==> src/rtl/rtc_pkg.sv <==
package rtc_pkg;
    localparam int REG_W      = 32;
    localparam int MAIN_CMP_W = 12;
    localparam int PER_CMP_W  = 10;
    localparam int SEL_W      = 2;
    localparam int N_SRC      = 1 << SEL_W;
    localparam int N_FLAG     = 3;

    localparam logic [1:0] ADDR_CTRL  = 2'd0;
    localparam logic [1:0] ADDR_STAT  = 2'd1;
    localparam logic [1:0] ADDR_COUNT = 2'd2;

    localparam int FL_MAIN = 0;
    localparam int FL_PER  = 1;
    localparam int FL_ROLL = 2;

    // first member lands in bit 31
    typedef struct packed {
        logic                  run;
        logic                  main_ie;
        logic                  frz_en;
        logic                  roll_ie;
        logic [MAIN_CMP_W-1:0] main_cmp;
        logic                  per_en;
        logic                  per_ie;
        logic [SEL_W-1:0]      src_sel;
        logic                  div_a_en;
        logic                  div_b_en;
        logic [PER_CMP_W-1:0]  per_cmp;
    } ctrl_t;
endpackage

==> src/rtl/rtc_regs.sv <==
module rtc_regs
    import rtc_pkg::*;
(
    input  logic              clk,
    input  logic              rst_n,
    input  logic              wr_en,
    input  logic [1:0]        addr,
    input  logic [REG_W-1:0]  wr_data,
    output ctrl_t             ctrl,
    output logic              active,
    output logic [N_FLAG-1:0] flag_clr
);
    typedef struct packed {
        ctrl_t ctrl;
        logic  run;
    } regs_t;

    regs_t st_d, st_q;

    always_comb begin
        st_d = st_q;
        if (wr_en && addr == ADDR_CTRL) begin
            st_d.ctrl = ctrl_t'(wr_data);
        end
        // release of the counting logic lags the run bit by one edge
        st_d.run = st_q.ctrl.run;
    end

    always_ff @(posedge clk or negedge rst_n) begin
        if (!rst_n) begin
            st_q <= '0;
        end else begin
            st_q <= st_d;
        end
    end

    assign ctrl     = st_q.ctrl;
    assign active   = st_q.ctrl.run & st_q.run;
    assign flag_clr = (wr_en && addr == ADDR_STAT) ? wr_data[N_FLAG-1:0] : '0;
endmodule

==> src/rtl/rtc_tick_src.sv <==
module rtc_tick_src
    import rtc_pkg::*;
(
    input  logic             clk,
    input  logic             rst_n,
    input  logic             active,
    input  logic [N_SRC-1:0] src_clk,
    input  logic [SEL_W-1:0] sel,
    output logic             raw_tick
);
    typedef struct packed {
        logic [N_SRC-1:0] s1;
        logic [N_SRC-1:0] s2;
        logic             prev;
    } sync_t;

    sync_t sy_d, sy_q;

    always_comb begin
        if (!active) begin
            sy_d = '0;
        end else begin
            sy_d.s1   = src_clk;
            sy_d.s2   = sy_q.s1;
            sy_d.prev = sy_q.s2[sel];
        end
    end

    always_ff @(posedge clk or negedge rst_n) begin
        if (!rst_n) begin
            sy_q <= '0;
        end else begin
            sy_q <= sy_d;
        end
    end

    assign raw_tick = active & sy_q.s2[sel] & ~sy_q.prev;
endmodule

==> src/rtl/rtc_prescale.sv <==
module rtc_prescale #(
    parameter int DIV = 512
) (
    input  logic clk,
    input  logic rst_n,
    input  logic active,
    input  logic en,
    input  logic tick_in,
    output logic tick_out
);
    localparam int CW = (DIV > 2) ? $clog2(DIV) : 1;
    localparam logic [CW-1:0] LAST = CW'(DIV - 1);

    logic [CW-1:0] cnt_d, cnt_q;
    logic          wrap;

    always_comb begin
        wrap = (cnt_q == LAST);
        if (!active || !en) begin
            cnt_d = '0;
        end else if (tick_in) begin
            cnt_d = wrap ? '0 : cnt_q + 1'b1;
        end else begin
            cnt_d = cnt_q;
        end
        tick_out = en ? (tick_in & wrap) : tick_in;
    end

    always_ff @(posedge clk or negedge rst_n) begin
        if (!rst_n) begin
            cnt_q <= '0;
        end else begin
            cnt_q <= cnt_d;
        end
    end
endmodule

==> src/rtl/rtc_counter.sv <==
module rtc_counter
    import rtc_pkg::*;
#(
    parameter int COUNT_W = 32
) (
    input  logic                  clk,
    input  logic                  rst_n,
    input  logic                  active,
    input  logic                  tick,
    input  logic                  freeze,
    input  logic [MAIN_CMP_W-1:0] main_cmp,
    input  logic                  per_en,
    input  logic [PER_CMP_W-1:0]  per_cmp,
    input  logic [N_FLAG-1:0]     flag_clr,
    output logic [COUNT_W-1:0]    count,
    output logic [N_FLAG-1:0]     flags
);
    localparam int LOW_W = COUNT_W - MAIN_CMP_W;

    typedef struct packed {
        logic [COUNT_W-1:0]   cnt;
        logic [PER_CMP_W-1:0] per_cnt;
        logic [N_FLAG-1:0]    flags;
    } cnt_t;

    cnt_t cs_d, cs_q;
    logic               step;
    logic [COUNT_W-1:0] cnt_inc;
    logic [N_FLAG-1:0]  set_ev;
    logic               per_hit;

    always_comb begin
        step    = tick & ~freeze;
        cnt_inc = cs_q.cnt + 1'b1;
        per_hit = step & per_en & (cs_q.per_cnt == per_cmp);

        set_ev          = '0;
        set_ev[FL_MAIN] = step
                        & (cnt_inc[COUNT_W-1 -: MAIN_CMP_W] == main_cmp)
                        & (cnt_inc[LOW_W-1:0] == '0);
        set_ev[FL_ROLL] = step & (&cs_q.cnt);
        set_ev[FL_PER]  = per_hit;

        cs_d       = cs_q;
        cs_d.cnt   = step ? cnt_inc : cs_q.cnt;
        if (!per_en) begin
            cs_d.per_cnt = '0;
        end else if (step) begin
            cs_d.per_cnt = per_hit ? '0 : cs_q.per_cnt + 1'b1;
        end
        cs_d.flags = (cs_q.flags & ~flag_clr) | set_ev;

        if (!active) begin
            cs_d = '0;
        end
    end

    always_ff @(posedge clk or negedge rst_n) begin
        if (!rst_n) begin
            cs_q <= '0;
        end else begin
            cs_q <= cs_d;
        end
    end

    assign count = cs_q.cnt;
    assign flags = cs_q.flags;
endmodule

==> src/rtl/rtc_periodic_counter.sv <==
module rtc_periodic_counter
    import rtc_pkg::*;
#(
    parameter int COUNT_W = 32,
    parameter int DIV_A   = 512,
    parameter int DIV_B   = 32
) (
    input  logic             clk,
    input  logic             rst_n,
    input  logic             wr_en,
    input  logic [1:0]       addr,
    input  logic [31:0]      wr_data,
    output logic [31:0]      rd_data,
    input  logic [3:0]       src_clk,
    input  logic             dbg_halt,
    output logic             irq_main,
    output logic             irq_per
);
    localparam int N_DIV = 2;

    ctrl_t              ctrl;
    logic               active;
    logic [N_FLAG-1:0]  flag_clr;
    logic               raw_tick;
    logic [N_DIV:0]     chain;
    logic [N_DIV-1:0]   div_en;
    logic [COUNT_W-1:0] count;
    logic [N_FLAG-1:0]  flags;

    rtc_regs u_regs (
        .clk      (clk),
        .rst_n    (rst_n),
        .wr_en    (wr_en),
        .addr     (addr),
        .wr_data  (wr_data),
        .ctrl     (ctrl),
        .active   (active),
        .flag_clr (flag_clr)
    );

    rtc_tick_src u_src (
        .clk      (clk),
        .rst_n    (rst_n),
        .active   (active),
        .src_clk  (src_clk),
        .sel      (ctrl.src_sel),
        .raw_tick (raw_tick)
    );

    assign chain[0] = raw_tick;
    assign div_en   = {ctrl.div_b_en, ctrl.div_a_en};

    for (genvar g = 0; g < N_DIV; g++) begin : g_div
        localparam int DV = (g == 0) ? DIV_A : DIV_B;
        rtc_prescale #(.DIV(DV)) u_div (
            .clk      (clk),
            .rst_n    (rst_n),
            .active   (active),
            .en       (div_en[g]),
            .tick_in  (chain[g]),
            .tick_out (chain[g+1])
        );
    end

    rtc_counter #(.COUNT_W(COUNT_W)) u_cnt (
        .clk      (clk),
        .rst_n    (rst_n),
        .active   (active),
        .tick     (chain[N_DIV]),
        .freeze   (ctrl.frz_en & dbg_halt),
        .main_cmp (ctrl.main_cmp),
        .per_en   (ctrl.per_en),
        .per_cmp  (ctrl.per_cmp),
        .flag_clr (flag_clr),
        .count    (count),
        .flags    (flags)
    );

    always_comb begin
        case (addr)
            ADDR_CTRL:  rd_data = ctrl;
            ADDR_STAT:  rd_data = {{(REG_W-N_FLAG){1'b0}}, flags};
            ADDR_COUNT: rd_data = 32'(count);
            default:    rd_data = '0;
        endcase
    end

    assign irq_main = (flags[FL_MAIN] & ctrl.main_ie) | (flags[FL_ROLL] & ctrl.roll_ie);
    assign irq_per  = flags[FL_PER] & ctrl.per_ie;
endmodule

==> config.mk <==
export PLATFORM = sky130hd
export DESIGN_NAME = rtc_periodic_counter
export DESIGN_NICKNAME = d
export VERILOG_FILES = /design/src/rtl/rtc_pkg.sv /design/src/rtl/rtc_regs.sv /design/src/rtl/rtc_tick_src.sv /design/src/rtl/rtc_prescale.sv /design/src/rtl/rtc_counter.sv /design/src/rtl/rtc_periodic_counter.sv
export SDC_FILE = /design/constraint.sdc
export NUM_CORES = 1
export LEC_CHECK = 0
export BUFFER_PORTS_ARGS = -buffer_cell sky130_fd_sc_hd__clkbuf_2
export CAP_MARGIN = 20
export CORE_MARGIN = 8
export CORE_UTILIZATION = 59
export CTS_CLUSTER_SIZE = 25
export DETAILED_ROUTE_END_ITERATION = 10
export MAX_ROUTING_LAYER = met4
export PLACE_DENSITY = 0.81
export SLEW_MARGIN = 20
export SYNTH_ARGS = -nofsm -noshare
export SYNTH_HDL_FRONTEND = slang
export SYNTH_SLANG_ARGS = --single-unit
==> constraint.sdc <==
create_clock -name clk -period 9.3 [get_ports clk]
set_clock_uncertainty 0.2 [all_clocks]
set_input_delay 1.86 -clock clk [delete_from_list [all_inputs] [get_ports clk]]
set_output_delay 1.86 -clock clk [all_outputs]
set_load 0.05 [all_outputs]
# Word-level counts from Yosys, hierarchy flattened
# Index checks and enable logic that the tools add are counted.
word_totals:
  ff_bits: 101
op_classes:
  n_addsub: 4
  order_cmp: 1
  eq_ne: 8
  n_mux: 18
  bitwise: 21
  n_reduce_logical: 12
ops:
  columns: ["cell", "count"]
  rows:
  - ["$pmux W32 S3", 1]
  - ["$mux W45", 1]
  - ["$mux W9", 4]
  - ["$add A32 B1 Y32 const B", 1]
  - ["$mux W32", 1]
  - ["$reduce_and A32 Y1", 1]
  - ["$mux W10", 3]
  - ["$logic_not A20 Y1", 1]
  - ["$and A1 B1 Y1", 15]
  - ["$mux W5", 3]
  - ["$eq A12 B12 Y1", 1]
  - ["$add A10 B1 Y10 const B", 1]
  - ["$eq A10 B10 Y1", 1]
  - ["$add A9 B1 Y9 const B", 1]
  - ["$eq A9 B9 Y1 const B", 1]
  - ["$add A5 B1 Y5 const B", 1]
  - ["$eq A5 B5 Y1 const B", 1]
  - ["$reduce_bool A2 Y1", 2]
  - ["$and A3 B3 Y3", 1]
  - ["$logic_not A1 Y1", 3]
  - ["$lt A2 B3 Y1 const B", 1]
  - ["$mux W1", 3]
  - ["$mux W3", 1]
  - ["$ne A3 B3 Y1 const B", 1]
  - ["other kinds (11)", 14]

# Depth between registers and ports, before layout
depth:
  word_depth: 15
  mapped_depth: 16
  ltp_nobuf: 12

# Cells and area by module
# From an unflattened synthesis, not the netlist that was laid out.
unflattened:
  cells_unflattened: 675
  hier_area_um2: 6511.2
by_module_without_submodules:
  columns: ["mod", "instances", "cells_each", "area_per_inst_um2", "seq_area_each_um2"]
  rows:
  - ["rtc_counter", 1, 386, 3328.2, 1126.1]
  - ["rtc_regs", 1, 106, 1512.7, 825.8]
  - ["rtc_periodic_counter", 1, 76, 553.0, 0.0]
  - ["rtc_prescale at g_div[0].u_div", 1, 54, 505.5, 225.2]
  - ["rtc_tick_src", 1, 25, 340.3, 225.2]
  - ["rtc_prescale at g_div[1].u_div", 1, 28, 271.5, 125.1]

# Worst setup path after synthesis
# No wires, ideal clock.
synth_timing:
  path_kind: "input port to output port"
  start: "in addr[1]"
  end: "out rd_data[0]"
  t_arrival_ps: 3446
  t_required_ps: 7240
  setup_slack_ps: 3794
  cell_stages: 3
  path_buffers: 2
  cell_sequence: "clkbuf_1 -> buf_1 -> o21ai_0"
synth_via:
  elab_chain_len: 2
  word_cells_on_any_way: 4
  classes_between: "2 x eq/ne; 1 x mux; 1 x reduce/logical"
synth_rtl:
  columns: ["item", "line_no", "rtl"]
  rows:
  - ["from (decl)", "rtc_periodic_counter.sv:11", "input logic [1:0] addr,"]
  - ["$eq A2 B2 Y1, or another cell as far along", "rtc_periodic_counter.sv:80", "case (addr)"]
  - ["$pmux W32 S3 (*)", "rtc_periodic_counter.sv:80", null]
  - ["to (decl)", "rtc_periodic_counter.sv:13", "output logic [31:0] rd_data,"]
# Every way passes the cells marked *; elsewhere a longest branch is shown, timed or not.

# Worst setup path after layout
# Same ends and word-level chain as after synthesis.

==> flow_metrics.py <==
metrics = {
    "synthesis": {
        "synth_warnings": 0,
        "synth-seq-cells": 101,
        "async_flop_share_pct": 100,
        "synthFlopType": "dfrtp_1",
        "avgSynthCellArea_um2": 9.15,
        "yosysMostFrequentCell": "dfrtp_1",
        "synth_edf_count": 0,
        "synth_commonest_cells": "dfrtp_1 (101), nor2_1 (71), o21ai_0 (67), nand2_1 (64), mux2i_1 (35)",
        "synthMuxAreaShare_pct": 12.4,
        "synthAdderAreaFrac_pct": 1.27,
        "syn_nets": 696,
        "synth_top_family_by_area": "simple AND/OR/NAND/NOR gates",
        "syn_area_um2": 5930,
        "synth_top_area_share_pct": 42.6,
        "yosys.area_share.simple_pct": 22.1,
        "yosysSeqAreaShare_pct": 42.6,
        "synth.largest_area_cell": "dfrtp_1",
        "synth_compound_area_share_pct": 13.0,
        "synth_xor_area_share_pct": 5.17,
        "yosysUniqueCellTypes": 54,
        "synth_area_leaders": "dfrtp_1 (43%), mux2_2 (6.1%), mux2i_1 (5.9%)",
        "syn_inst": 648,
    },
    "cells_and_area": {
        "seqCellArea_um2": 2530,
        "area.growth.synth_to_final_pct": 10.9,
        "multi_input_area_um2": 3210,
        "nets": 748,
        "final_area_um2": 6580,
        "nFillCells": 798,
        "diodes": 0,
        "post_route_cells_drive_above_1_share_pct": 20.1,
    },
    "detailed_routing": {
        "ant_nets": 0,
        "drt_iter0_markers": 417,
        "dr.pass1.iters": 5,
        "num_vias": 5190,
        "drcViolationCount": 0,
        "via_per_inst": 6.19,
        "wirelength_um": 15000,
        "wire_per_inst_um": 17.8,
    },
    "timing": {
        "fin_crit_sh_pct": 59.8,
        "fmax_mhz": 180,
        "finalSetupTns_ns": 0,
        "drv_slew": 0,
        "fin_crit_ns": 5.56,
        "rsz0062_at_grt": "no",
        "setup_violations": 0,
        "tightest_slew_ns": 1.12,
        "relSlewSlack_pct": 25.4,
        "hold_viol": 0,
    },
    "cts": {
        "clk_path_buf_depth": 2,
        "clk_latency_ns": 0.37,
        "cts_resized": 0,
        "cts.htree.levels": 3,
        "clkTransAtPathRegs_ns": 0.09,
        "numCtsBuffers": 9,
        "cts_tree": "built",
        "numClockSinks": 101,
        "root_buffer": "clkbuf_8",
        "hold_buffers": 0,
        "postCtsSetupBuffers": 0,
    },
    "place": {
        "hpwl_um": 10700,
        "numPortBuffers": 75,
        "placed_area_um2": 6360,
        "routabilityCongestion": 0.916,
    },
    "floorplan": {
        "die-area_um2": 13500,
        "start_util_pct": 60.7,
        "rows": 36,
        "io_pins": 76,
        "die_y_um": 116,
        "dieWidth_um": 116,
        "core-area_um2": 9770,
    },
    "setup_path": {
        "required_ns": 7.24,
        "end_kind": "output port",
        "worst-path-max-fanout": 35,
        "arrival_ns": 3.50,
        "worst-setup-path-type": "in -> out",
        "start_kind": "input pin",
    },
    "grt": {
        "grt.total_usage_pct": 24.0,
        "antenna_found_initial": 0,
        "grt.overflow.total": 0,
        "grt_pass1_vias": 5174,
        "grt_max_degree": 52,
        "grt_pass1_wl_um": 25100,
    },
    "hold_path": {
        "hp-class": "reg -> reg",
    },
    "pwr": {
        "power_density_nw_per_um2": 150,
        "power_uw": 985,
        "ir_drop_v": 0.0000863,
        "p_leak_uw": 0.00299,
    },
    "run_status": {
        "outcome": "complete, no violations",
    },
    "flow_run": {
        "maxCapViolations": 0,
    },
}
worst max-delay path, stage by stage:
cell and delay, ns:
clkbuf_2 0.81, nor2b_1 0.31, nand2_1 0.08, o21ai_0 0.09, clkbuf_2 0.33
cells by family (layout without fill, tap and decap cells):
logic type,after synthesis,after routing
buf+inv,50,107
mux,68,68
simple gates,256,256
compound gates,132,132
xor+xnor,35,35
fa+ha+maj,6,6
flops,101,101
cell usage in the layout, fill, tap and decap left out, drive strengths merged, types with 3 or more instances in the layout:
cell type,netlist,routed
inv,9,9
nor3b,3,3
nor3,10,10
nor2b,4,4
mux2,32,32
xnor2,24,24
and3,25,25
nor4b,3,3
nand2,64,64
nand3b,6,6
nand4,14,14
a31oi,9,9
xor2,11,11
o41ai,3,3
and4,4,4
ha,6,6
nand2b,6,6
buf,18,8
mux2i,35,35
o21ai,68,68
nor4,7,7
clkbuf,23,84
or3,5,5
clkinv,0,4
and2,3,3
nand3,25,25
dfrtp,101,101
nor2,71,71
a21oi,24,24
o31ai,17,17
sequential cells by signal, summed over array words and instances, names as in the netlist:
register / count
u_src.sy_q: 9
u_cnt.flags: 3
g_div.u_div.cnt_q: 14
u_regs.st_q: 1
u_cnt.cs_q: 10
u_regs.ctrl: 32
u_cnt.count: 32
metrics by stage:
stage / util, % / cells / setup WS (ns) / hold slack (ns)
after floorplan: - / 648 / 3.79 / 0.186
after global placement: 65.1 / 822 / 3.83 / 0.277
after detailed placement: 65.1 / 822 / 3.77 / 0.276
after CTS: 67.3 / 838 / 3.76 / 0.298
after global routing: 67.3 / 838 / 3.65 / 0.321
final: 67.3 / 838 / 3.74 / 0.297
per-layer routing:
metal	track usage, %	wire length, um
met5	-	0
met4	10.2	348
met3	2.48	862
met2	38.4	7300
met1	30.4	6440
layout make-up:
cell class                 count  share of cell area, %
multi-input combinational    497                   48.7
sequential                   101                   38.4
timing repair buffer          82                   6.54
tap                          133                   2.53
clock buffer                  10                   1.94
clock inverter                 6                   1.33
inverter                       9                  0.514
where the power goes:
part / internal [uW] / switching [uW] / leakage, uW
combinational: 67.4 / 108 / 0.00155
sequential: 469 / 35.0 / 0.00134
clock: 152 / 154 / 0.000110
total: 688 / 298 / 0.00299
path summary, 6_finish.rpt:
kind / start / end / slack (ns) / cells past startpoint
worst max-delay path: addr[1] / rd_data[0] / 3.74 / 5
worst min-delay path: u_src.sy_q[6]$_DFF_PN0_ / u_src.sy_q[2]$_DFF_PN0_ / 0.30 / 1
worst max register to register: g_div[0].u_div.cnt_q[0]$_DFFE_PN0P_ / u_cnt.cs_q[6]$_DFFE_PN0P_ / 5.40 / 13
worst min register to register: u_src.sy_q[6]$_DFF_PN0_ / u_src.sy_q[2]$_DFF_PN0_ / 0.30 / 1
max in group asynchronous: rst_n / u_regs.ctrl[9]$_DFFE_PN0P_ / 6.49 / 2
min in group asynchronous: rst_n / g_div[1].u_div.cnt_q[3]$_DFFE_PN0P_ / 1.31 / 1
Note: power is estimated with default switching activity, not from simulation.
